--- config.mk ---
export PLATFORM = sky130hd
export DESIGN_NAME = tod_alarm_irq
export DESIGN_NICKNAME = d
export VERILOG_FILES = /design/src/rtl/tod_alarm_pkg.sv /design/src/rtl/tod_alarm_match.sv /design/src/rtl/tod_sqw_div.sv /design/src/rtl/tod_alarm_irq.sv
export SDC_FILE = /design/constraint.sdc
export NUM_CORES = 1
export LEC_CHECK = 0
export ABC_AREA = 0
export BUFFER_PORTS_ARGS = -buffer_cell sky130_fd_sc_hd__buf_2
export CORE_UTILIZATION = 40
export CTS_CLUSTER_DIAMETER = 60
export DETAILED_ROUTE_END_ITERATION = 12
export GPL_TIMING_DRIVEN = 1
export PLACE_DENSITY = 0.63
export SKIP_CTS_REPAIR_TIMING = 1
export SKIP_LAST_GASP = 1
export SLEW_MARGIN = 20
export SYNTH_ARGS = -nofsm -noshare
export SYNTH_HDL_FRONTEND = slang
export SYNTH_SLANG_ARGS = --single-unit
--- constraint.sdc ---
create_clock -name clk -period 2.7 [get_ports clk]
set_input_delay 0.54 -clock clk [delete_from_list [all_inputs] [get_ports clk]]
set_output_delay 0.54 -clock clk [all_outputs]
set_load 0.01 [all_outputs]
--- src/rtl/tod_alarm_pkg.sv ---
package tod_alarm_pkg;

   localparam int REG_ADDR_W  = 4;
   localparam int NUM_ALARMS  = 2;
   localparam int NUM_ALM_REG = 7;

   // register addresses
   localparam logic [REG_ADDR_W-1:0] ADR_A1_SEC  = 4'd0;
   localparam logic [REG_ADDR_W-1:0] ADR_A1_MIN  = 4'd1;
   localparam logic [REG_ADDR_W-1:0] ADR_A1_HOUR = 4'd2;
   localparam logic [REG_ADDR_W-1:0] ADR_A1_DD   = 4'd3;
   localparam logic [REG_ADDR_W-1:0] ADR_A2_MIN  = 4'd4;
   localparam logic [REG_ADDR_W-1:0] ADR_A2_HOUR = 4'd5;
   localparam logic [REG_ADDR_W-1:0] ADR_A2_DD   = 4'd6;
   localparam logic [REG_ADDR_W-1:0] ADR_CTRL    = 4'd7;
   localparam logic [REG_ADDR_W-1:0] ADR_STAT    = 4'd8;

   // control byte layout
   typedef struct packed {
      logic [1:0] rate;
      logic       irq_sel;
      logic       ie2;
      logic       ie1;
   } ctrl_t;

   localparam ctrl_t CTRL_RESET = '{rate: 2'b11, irq_sel: 1'b1, ie2: 1'b0, ie1: 1'b0};

   // alarm byte fields
   localparam int MASK_BIT = 7;
   localparam int DDSEL_BIT = 6;

   function automatic logic field_ok(input logic [7:0] alm, input logic [6:0] cur);
      return alm[MASK_BIT] | (alm[6:0] == cur);
   endfunction

endpackage

--- src/rtl/tod_alarm_match.sv ---
module tod_alarm_match
   import tod_alarm_pkg::*;
(
   input  logic       upd_tick,
   input  logic [6:0] cur_sec,
   input  logic [6:0] cur_min,
   input  logic [6:0] cur_hour,
   input  logic [5:0] cur_wday,
   input  logic [5:0] cur_mday,
   input  logic [7:0] alm_sec,
   input  logic [7:0] alm_min,
   input  logic [7:0] alm_hour,
   input  logic [7:0] alm_dd,
   output logic       hit
);

   logic sec_ok, min_ok, hour_ok, dd_ok;
   logic [5:0] dd_target;

   always_comb begin
      sec_ok    = field_ok(alm_sec, cur_sec);
      min_ok    = field_ok(alm_min, cur_min);
      hour_ok   = field_ok(alm_hour, cur_hour);
      dd_target = alm_dd[DDSEL_BIT] ? cur_wday : cur_mday;
      dd_ok     = alm_dd[MASK_BIT] | (alm_dd[5:0] == dd_target);
      hit       = upd_tick & sec_ok & min_ok & hour_ok & dd_ok;
   end

endmodule

--- src/rtl/tod_sqw_div.sv ---
module tod_sqw_div #(
   parameter int REF_HZ = 32768
) (
   input  logic       clk,
   input  logic       rst_n,
   input  logic       ref_en,
   input  logic [1:0] rate,
   output logic       wave
);

   localparam int DIV_W   = $clog2(REF_HZ);
   localparam int TAP_1HZ = DIV_W - 1;
   localparam int TAP_1K  = $clog2(REF_HZ / 1024) - 1;
   localparam int TAP_4K  = $clog2(REF_HZ / 4096) - 1;
   localparam int TAP_8K  = $clog2(REF_HZ / 8192) - 1;

   if ((1 << DIV_W) != REF_HZ) begin : g_bad_ref
      $error("REF_HZ must be a power of two");
   end
   if (REF_HZ < 16384) begin : g_low_ref
      $error("REF_HZ too low for the fastest rate");
   end

   logic [DIV_W-1:0] cnt_q;

   always_ff @(posedge clk or negedge rst_n) begin
      if (!rst_n) cnt_q <= '0;
      else if (ref_en) cnt_q <= cnt_q + 1'b1;
   end

   always_comb begin
      unique case (rate)
         2'b00: wave = cnt_q[TAP_1HZ];
         2'b01: wave = cnt_q[TAP_1K];
         2'b10: wave = cnt_q[TAP_4K];
         default: wave = cnt_q[TAP_8K];
      endcase
   end

   AST_SQW_HOLD: assert property (@(posedge clk) disable iff (!rst_n)
      ($stable(rate) && !$past(ref_en)) |-> $stable(wave));

endmodule

--- src/rtl/tod_alarm_irq.sv ---
module tod_alarm_irq
   import tod_alarm_pkg::*;
#(
   parameter int REF_HZ = 32768
) (
   input  logic                  clk,
   input  logic                  rst_n,
   input  logic                  upd_tick,
   input  logic                  ref_en,
   input  logic [6:0]            cur_sec,
   input  logic [6:0]            cur_min,
   input  logic [6:0]            cur_hour,
   input  logic [5:0]            cur_wday,
   input  logic [5:0]            cur_mday,
   input  logic                  wr_en,
   input  logic [REG_ADDR_W-1:0] wr_addr,
   input  logic [7:0]            wr_data,
   input  logic [REG_ADDR_W-1:0] rd_addr,
   output logic [7:0]            rd_data,
   output logic                  irq_n
);

   logic [7:0]            alm_q [NUM_ALM_REG];
   ctrl_t                 ctrl_q;
   logic [NUM_ALARMS-1:0] flag_q;
   logic [NUM_ALARMS-1:0] hit;
   logic [NUM_ALARMS-1:0] ie;
   logic                  wave;
   logic                  stat_wr;

   assign stat_wr = wr_en && (wr_addr == ADR_STAT);
   assign ie      = {ctrl_q.ie2, ctrl_q.ie1};

   // alarm byte storage
   always_ff @(posedge clk or negedge rst_n) begin
      if (!rst_n) begin
         for (int i = 0; i < NUM_ALM_REG; i++) alm_q[i] <= 8'h00;
      end else if (wr_en && (wr_addr < REG_ADDR_W'(NUM_ALM_REG))) begin
         alm_q[wr_addr[2:0]] <= wr_data;
      end
   end

   always_ff @(posedge clk or negedge rst_n) begin
      if (!rst_n) ctrl_q <= CTRL_RESET;
      else if (wr_en && (wr_addr == ADR_CTRL)) ctrl_q <= ctrl_t'(wr_data[4:0]);
   end

   // per-alarm comparators; the second alarm has an implied seconds == 00
   for (genvar g = 0; g < NUM_ALARMS; g++) begin : g_alm
      logic [7:0] s_b, m_b, h_b, d_b;
      if (g == 0) begin : g_first
         assign s_b = alm_q[ADR_A1_SEC[2:0]];
         assign m_b = alm_q[ADR_A1_MIN[2:0]];
         assign h_b = alm_q[ADR_A1_HOUR[2:0]];
         assign d_b = alm_q[ADR_A1_DD[2:0]];
      end else begin : g_second
         assign s_b = 8'h00;
         assign m_b = alm_q[ADR_A2_MIN[2:0]];
         assign h_b = alm_q[ADR_A2_HOUR[2:0]];
         assign d_b = alm_q[ADR_A2_DD[2:0]];
      end

      tod_alarm_match u_match (
         .upd_tick (upd_tick),
         .cur_sec  (cur_sec),
         .cur_min  (cur_min),
         .cur_hour (cur_hour),
         .cur_wday (cur_wday),
         .cur_mday (cur_mday),
         .alm_sec  (s_b),
         .alm_min  (m_b),
         .alm_hour (h_b),
         .alm_dd   (d_b),
         .hit      (hit[g])
      );

      // sticky flag: set by match, cleared only by writing 0
      always_ff @(posedge clk or negedge rst_n) begin
         if (!rst_n) flag_q[g] <= 1'b0;
         else flag_q[g] <= hit[g] | (flag_q[g] & ~(stat_wr & ~wr_data[g]));
      end

      AST_FLAG_ON_TICK: assert property (@(posedge clk) disable iff (!rst_n)
         $rose(flag_q[g]) |-> $past(upd_tick));
      AST_FLAG_STICKY: assert property (@(posedge clk) disable iff (!rst_n)
         (flag_q[g] && !stat_wr) |=> flag_q[g]);
      AST_FLAG_CLEAR: assert property (@(posedge clk) disable iff (!rst_n)
         (stat_wr && !wr_data[g] && !hit[g]) |=> !flag_q[g]);
   end

   tod_sqw_div #(.REF_HZ(REF_HZ)) u_sqw (
      .clk    (clk),
      .rst_n  (rst_n),
      .ref_en (ref_en),
      .rate   (ctrl_q.rate),
      .wave   (wave)
   );

   assign irq_n = ctrl_q.irq_sel ? ~|(flag_q & ie) : wave;

   always_comb begin
      rd_data = 8'h00;
      if (rd_addr < REG_ADDR_W'(NUM_ALM_REG)) rd_data = alm_q[rd_addr[2:0]];
      else if (rd_addr == ADR_CTRL) rd_data = {3'b000, ctrl_q};
      else if (rd_addr == ADR_STAT) rd_data = {{(8-NUM_ALARMS){1'b0}}, flag_q};
   end

   AST_IRQ_HELD: assert property (@(posedge clk) disable iff (!rst_n)
      (!irq_n && ctrl_q.irq_sel && !stat_wr && !(wr_en && wr_addr == ADR_CTRL)) |=> !irq_n);

endmodule

==> metrics.txt <==
# TYPE chip_impl_metric gauge
chip_impl_metric{name="setup.reg_to_reg.worst_slack",unit="ns"} 0.67
chip_impl_metric{name="routed_wire_length_per_instance",unit="µm"} 19.89
chip_impl_metric{name="start_util",unit="%"} 41.43
chip_impl_info{name="synth_top_family_by_area",value="multiplexers"} 1
chip_impl_metric{name="clock_power_share",unit="%"} 28.1
chip_impl_metric{name="slew_headroom",unit="%"} 33.83
chip_impl_metric{name="dp.cells",unit=""} 526
chip_impl_info{name="cpMaxStageDelayCell",value="a2111oi_0"} 1
chip_impl_metric{name="share_of_the_cycle_needed_by_the_critical_path_after_routing",unit="%"} 95.10
chip_impl_metric{name="drt_iter0_markers",unit=""} 146
chip_impl_metric{name="grt_start_max_net_pins",unit=""} 79
chip_impl_metric{name="chipHeight",unit="µm"} 105.6
chip_impl_info{name="cp_launch_point",value="rd_addr[1]"} 1
chip_impl_metric{name="drive_above_1_share",unit="%"} 41.23
chip_impl_metric{name="final_design_area_no_fill",unit="mm²"} 0.004987
chip_impl_metric{name="timing.critical_path.required",unit="ns"} 2.16
chip_impl_metric{name="fraction_of_the_mapped_netlist_area_in_compound_gates",unit="%"} 4.164
chip_impl_info{name="worst_r2r_startpoint",value="g_alm[0].d_b[6]"} 1
chip_impl_info{name="layout.cells.most_common",value="dfrtp_1"} 1
chip_impl_metric{name="power.density",unit="mW/mm²"} 742.9
chip_impl_metric{name="postSynthCellCount",unit=""} 334
chip_impl_info{name="layout_common_cells",value="75 x dfrtp_1, 66 x mux2_2, 60 x buf_2, 37 x xnor2_1, 24 x xor2_1"} 1
chip_impl_metric{name="die_area",unit="mm²"} 0.01116
chip_impl_info{name="endpoint_kind",value="output port"} 1
chip_impl_metric{name="clkSlewWorstSetupHoldPaths",unit="ns"} 0.08
chip_impl_metric{name="finalCoreUtilization",unit="%"} 48.09
chip_impl_metric{name="ys_warn_count",unit=""} 0
chip_impl_metric{name="design_power_total",unit="mW"} 3.705
chip_impl_metric{name="place.detailed.hpwl",unit="mm"} 8.002
chip_impl_metric{name="ff2ff_path_depth",unit=""} 5
chip_impl_metric{name="data_arrival_time_of_the_critical_path",unit="ns"} 2.03
chip_impl_metric{name="num-nets-final",unit=""} 456
chip_impl_metric{name="power_switching_share",unit="%"} 30.24
chip_impl_metric{name="hold_viol",unit=""} 0
chip_impl_metric{name="peakVddDrop",unit="V"} 0.0003856
chip_impl_metric{name="clock_latency",unit="ns"} 0.35
chip_impl_metric{name="timing.critical_path.slowest_cell_delay",unit="ns"} 0.44
chip_impl_info{name="ctsRootBufferMaster",value="clkbuf_8"} 1
chip_impl_metric{name="synth_xor_xnor_area_share",unit="%"} 12.43
chip_impl_metric{name="clkSinkCount",unit=""} 78
chip_impl_metric{name="wire_length_of_the_first_global_routing_pass",unit="mm"} 16.88
chip_impl_metric{name="leakagePower",unit="nW"} 2.132
chip_impl_metric{name="netSwitchingPower",unit="mW"} 1.120
chip_impl_metric{name="buffer_ports.inserted",unit=""} 62
chip_impl_metric{name="synth_seq_cells",unit=""} 78
chip_impl_info{name="hold_path_class",value="input port to asynchronous set/reset pin"} 1
chip_impl_metric{name="worstPathMaxFanout",unit=""} 19
chip_impl_metric{name="setup_tns",unit="ns"} 0
chip_impl_metric{name="dr.pass1.iters",unit=""} 4
chip_impl_metric{name="mappedNetlistNets",unit=""} 389
chip_impl_metric{name="synth_simple_gate_area_share",unit="%"} 9.086
chip_impl_metric{name="yosysUniqueCellTypes",unit=""} 39
chip_impl_info{name="crit_top_cell",value="buf_2"} 1
chip_impl_metric{name="combPwrFrac",unit="%"} 24.3
chip_impl_metric{name="finalWorstPathRequiredPeriod",unit="ns"} 2.568
chip_impl_metric{name="p_int",unit="mW"} 2.585
chip_impl_metric{name="filler_cell_count",unit=""} 982
chip_impl_metric{name="timing_max_transition_violations_final",unit=""} 0
chip_impl_info{name="run_status",value="finished clean"} 1
chip_impl_metric{name="cts_max_path_buffers",unit=""} 2
chip_impl_metric{name="antenna_left",unit=""} 0
chip_impl_metric{name="route.final.wire_length",unit="mm"} 10.76
chip_impl_metric{name="boundaryPins",unit=""} 63
chip_impl_metric{name="adder_and_majority_gate_portion_of_the_synthesized_area",unit="%"} 0.2912
chip_impl_metric{name="setup_viol",unit=""} 0
chip_impl_metric{name="syn_area_per_cell",unit="µm²"} 12.86
chip_impl_info{name="setup.worst_path.start_class",value="input port"} 1
chip_impl_metric{name="synth_sequential_area_ratio",unit="%"} 45.52
chip_impl_metric{name="setup_clock_skew_after_layout",unit="ns"} 0.01052
chip_impl_metric{name="row_count",unit=""} 37
chip_impl_metric{name="gr-usage-all-layers",unit="%"} 20.43
chip_impl_metric{name="avgViaCountPerCell",unit=""} 5.534
chip_impl_metric{name="pwr-share-seq",unit="%"} 47.6
chip_impl_info{name="critical_setup_path_kind",value="input port to output port"} 1
chip_impl_metric{name="fin_cells",unit=""} 541
chip_impl_metric{name="gr-total-overflow",unit=""} 0
chip_impl_info{name="series_of_cell_instances_along_the_critical_path",value="buf_2 -> nand2b_1 -> o22ai_1 -> a2111oi_0 -> buf_4 -> buf_2"} 1
chip_impl_metric{name="route.detailed.drc",unit=""} 0
chip_impl_metric{name="tightest_slew",unit="ns"} 0.9926
chip_impl_metric{name="grt_antenna_before_repair",unit=""} 0
chip_impl_metric{name="max_clock_freq",unit="GHz"} 0.3895
chip_impl_metric{name="cts-buffers-inserted",unit=""} 9
chip_impl_metric{name="placed_area",unit="mm²"} 0.004750
chip_impl_metric{name="gp_congestion",unit=""} 0.8564
chip_impl_metric{name="dr_total_vias",unit=""} 2994
chip_impl_metric{name="share_of_synthesized_area_spent_on_multiplexers",unit="%"} 27.11
chip_impl_info{name="rsz0062_at_grt",value="no"} 1
chip_impl_metric{name="cap_viol_max_count",unit=""} 0
chip_impl_metric{name="area_growth",unit="%"} 16.07
chip_impl_metric{name="antenna_diode_count",unit=""} 0
chip_impl_info{name="clock_tree_from_tritoncts",value="done"} 1
chip_impl_metric{name="grt_pass1_vias",unit=""} 3055
chip_impl_metric{name="core_area",unit="mm²"} 0.01037
chip_impl_metric{name="syn_area",unit="mm²"} 0.004297
chip_impl_info{name="timing.rr.end",value="flag_q[0]"} 1
chip_impl_metric{name="dieWidth",unit="µm"} 105.6
chip_impl_metric{name="htree_levels",unit=""} 3
-- final cells by class --
| class | count | area [µm²] | share of cell area (%) |
|---|---|---|---|
| Timing Repair Buffer | 66 | 345.3 | 6.924 |
| Clock inverter | 6 | 111.4 | 2.233 |
| Tap cell | 136 | 170.2 | 3.412 |
| Multi-Input combinational cell | 246 | 2281 | 45.74 |
| Clock buffer | 9 | 123.9 | 2.484 |
| Sequential cell | 78 | 1956 | 39.21 |
-- per-layer routing --
layer | wire length [µm] | global-route usage [%]
met1 | 4843 | 27.76
met2 | 5161 | 32.68
met3 | 568 | 3.587
met4 | 187 | 7.540
met5 | 0 | 0
-- power by group through the flow --
stage / clock network [mW] / logic (mW) / registers [mW]
2_1_floorplan: 0 / 0.705 / 1.65
3_3_place_gp: 0 / 0.886 / 1.77
3_5_place_dp: 0 / 0.904 / 1.78
4_1_cts: 1.06 / 0.909 / 1.76
5_1_grt: 1.11 / 0.982 / 1.80
6_report: 1.04 / 0.900 / 1.76
-- worst max-delay path: cells and delay by family --
kind	cells	cell delay (ns)
compound gates	2	0.54
simple gates	1	0.23
buf+inv	3	0.71
-- how the worst max path moves through the flow --
stage,endpoint,slack (ns)
2_1_floorplan,rd_data[4],0.33
6_report,rd_data[3],0.13
3_3_place_gp,rd_data[3],0.09
4_1_cts,rd_data[4],0.06
3_5_place_dp,rd_data[4],0.06
5_1_grt,rd_data[3],0.02
-- synthesized netlist by cell type (all sizes together) --
cell type,n,area [µm²]
nand3b,3,22.52
mux2,66,743.2
mux4,11,251.5
clkbuf,3,11.26
nand4,7,43.79
a41oi,2,17.52
nor3,3,30.03
dfrtp,75,1877
o31ai,1,7.510
xnor2,37,324.1
mux2i,17,170.2
and2b,1,7.510
a21oi,3,15.01
and3,3,18.77
nor4,9,77.57
nand3,6,30.03
nor3b,1,7.510
o22ai,4,25.02
nand2,9,33.78
o21ai,5,25.02
a31oi,2,12.51
o41ai,1,16.27
nor4b,2,17.52
a2111oi,6,52.55
buf,7,48.79
nor2b,2,12.51
dfstp,3,78.83
nor2,15,58.81
and4,2,17.52
ha,1,12.51
xor2,24,210.2
nand2b,2,12.51
a22oi,1,7.510
-- flip-flops by register name, indices dropped and copies added (netlist names) --
name	flops
g_alm.d_b	16
g_alm.h_b	16
g_alm.m_b	16
u_sqw.cnt_q	15
g_alm.s_b	8
ctrl_q	5
flag_q	2
-- metrics by stage --
step           setup slack [ns]  hold slack [ns]
4_1_cts                 0.05688           0.3721
6_report                 0.1324           0.3442
5_1_grt                 0.02285           0.4166
3_5_place_dp            0.06351           0.4670
2_1_floorplan            0.3263           0.2444
3_3_place_gp            0.09380           0.4563
-- kinds of logic (layout without fill, tap and decap cells) --
logic type	Yosys count	after routing
compound gates	25	25
fa+ha+maj	1	1
mux	94	94
flops	78	78
buf+inv	10	81
simple gates	65	65
xor+xnor	61	61
Note: power is estimated with default switching activity, not from simulation.
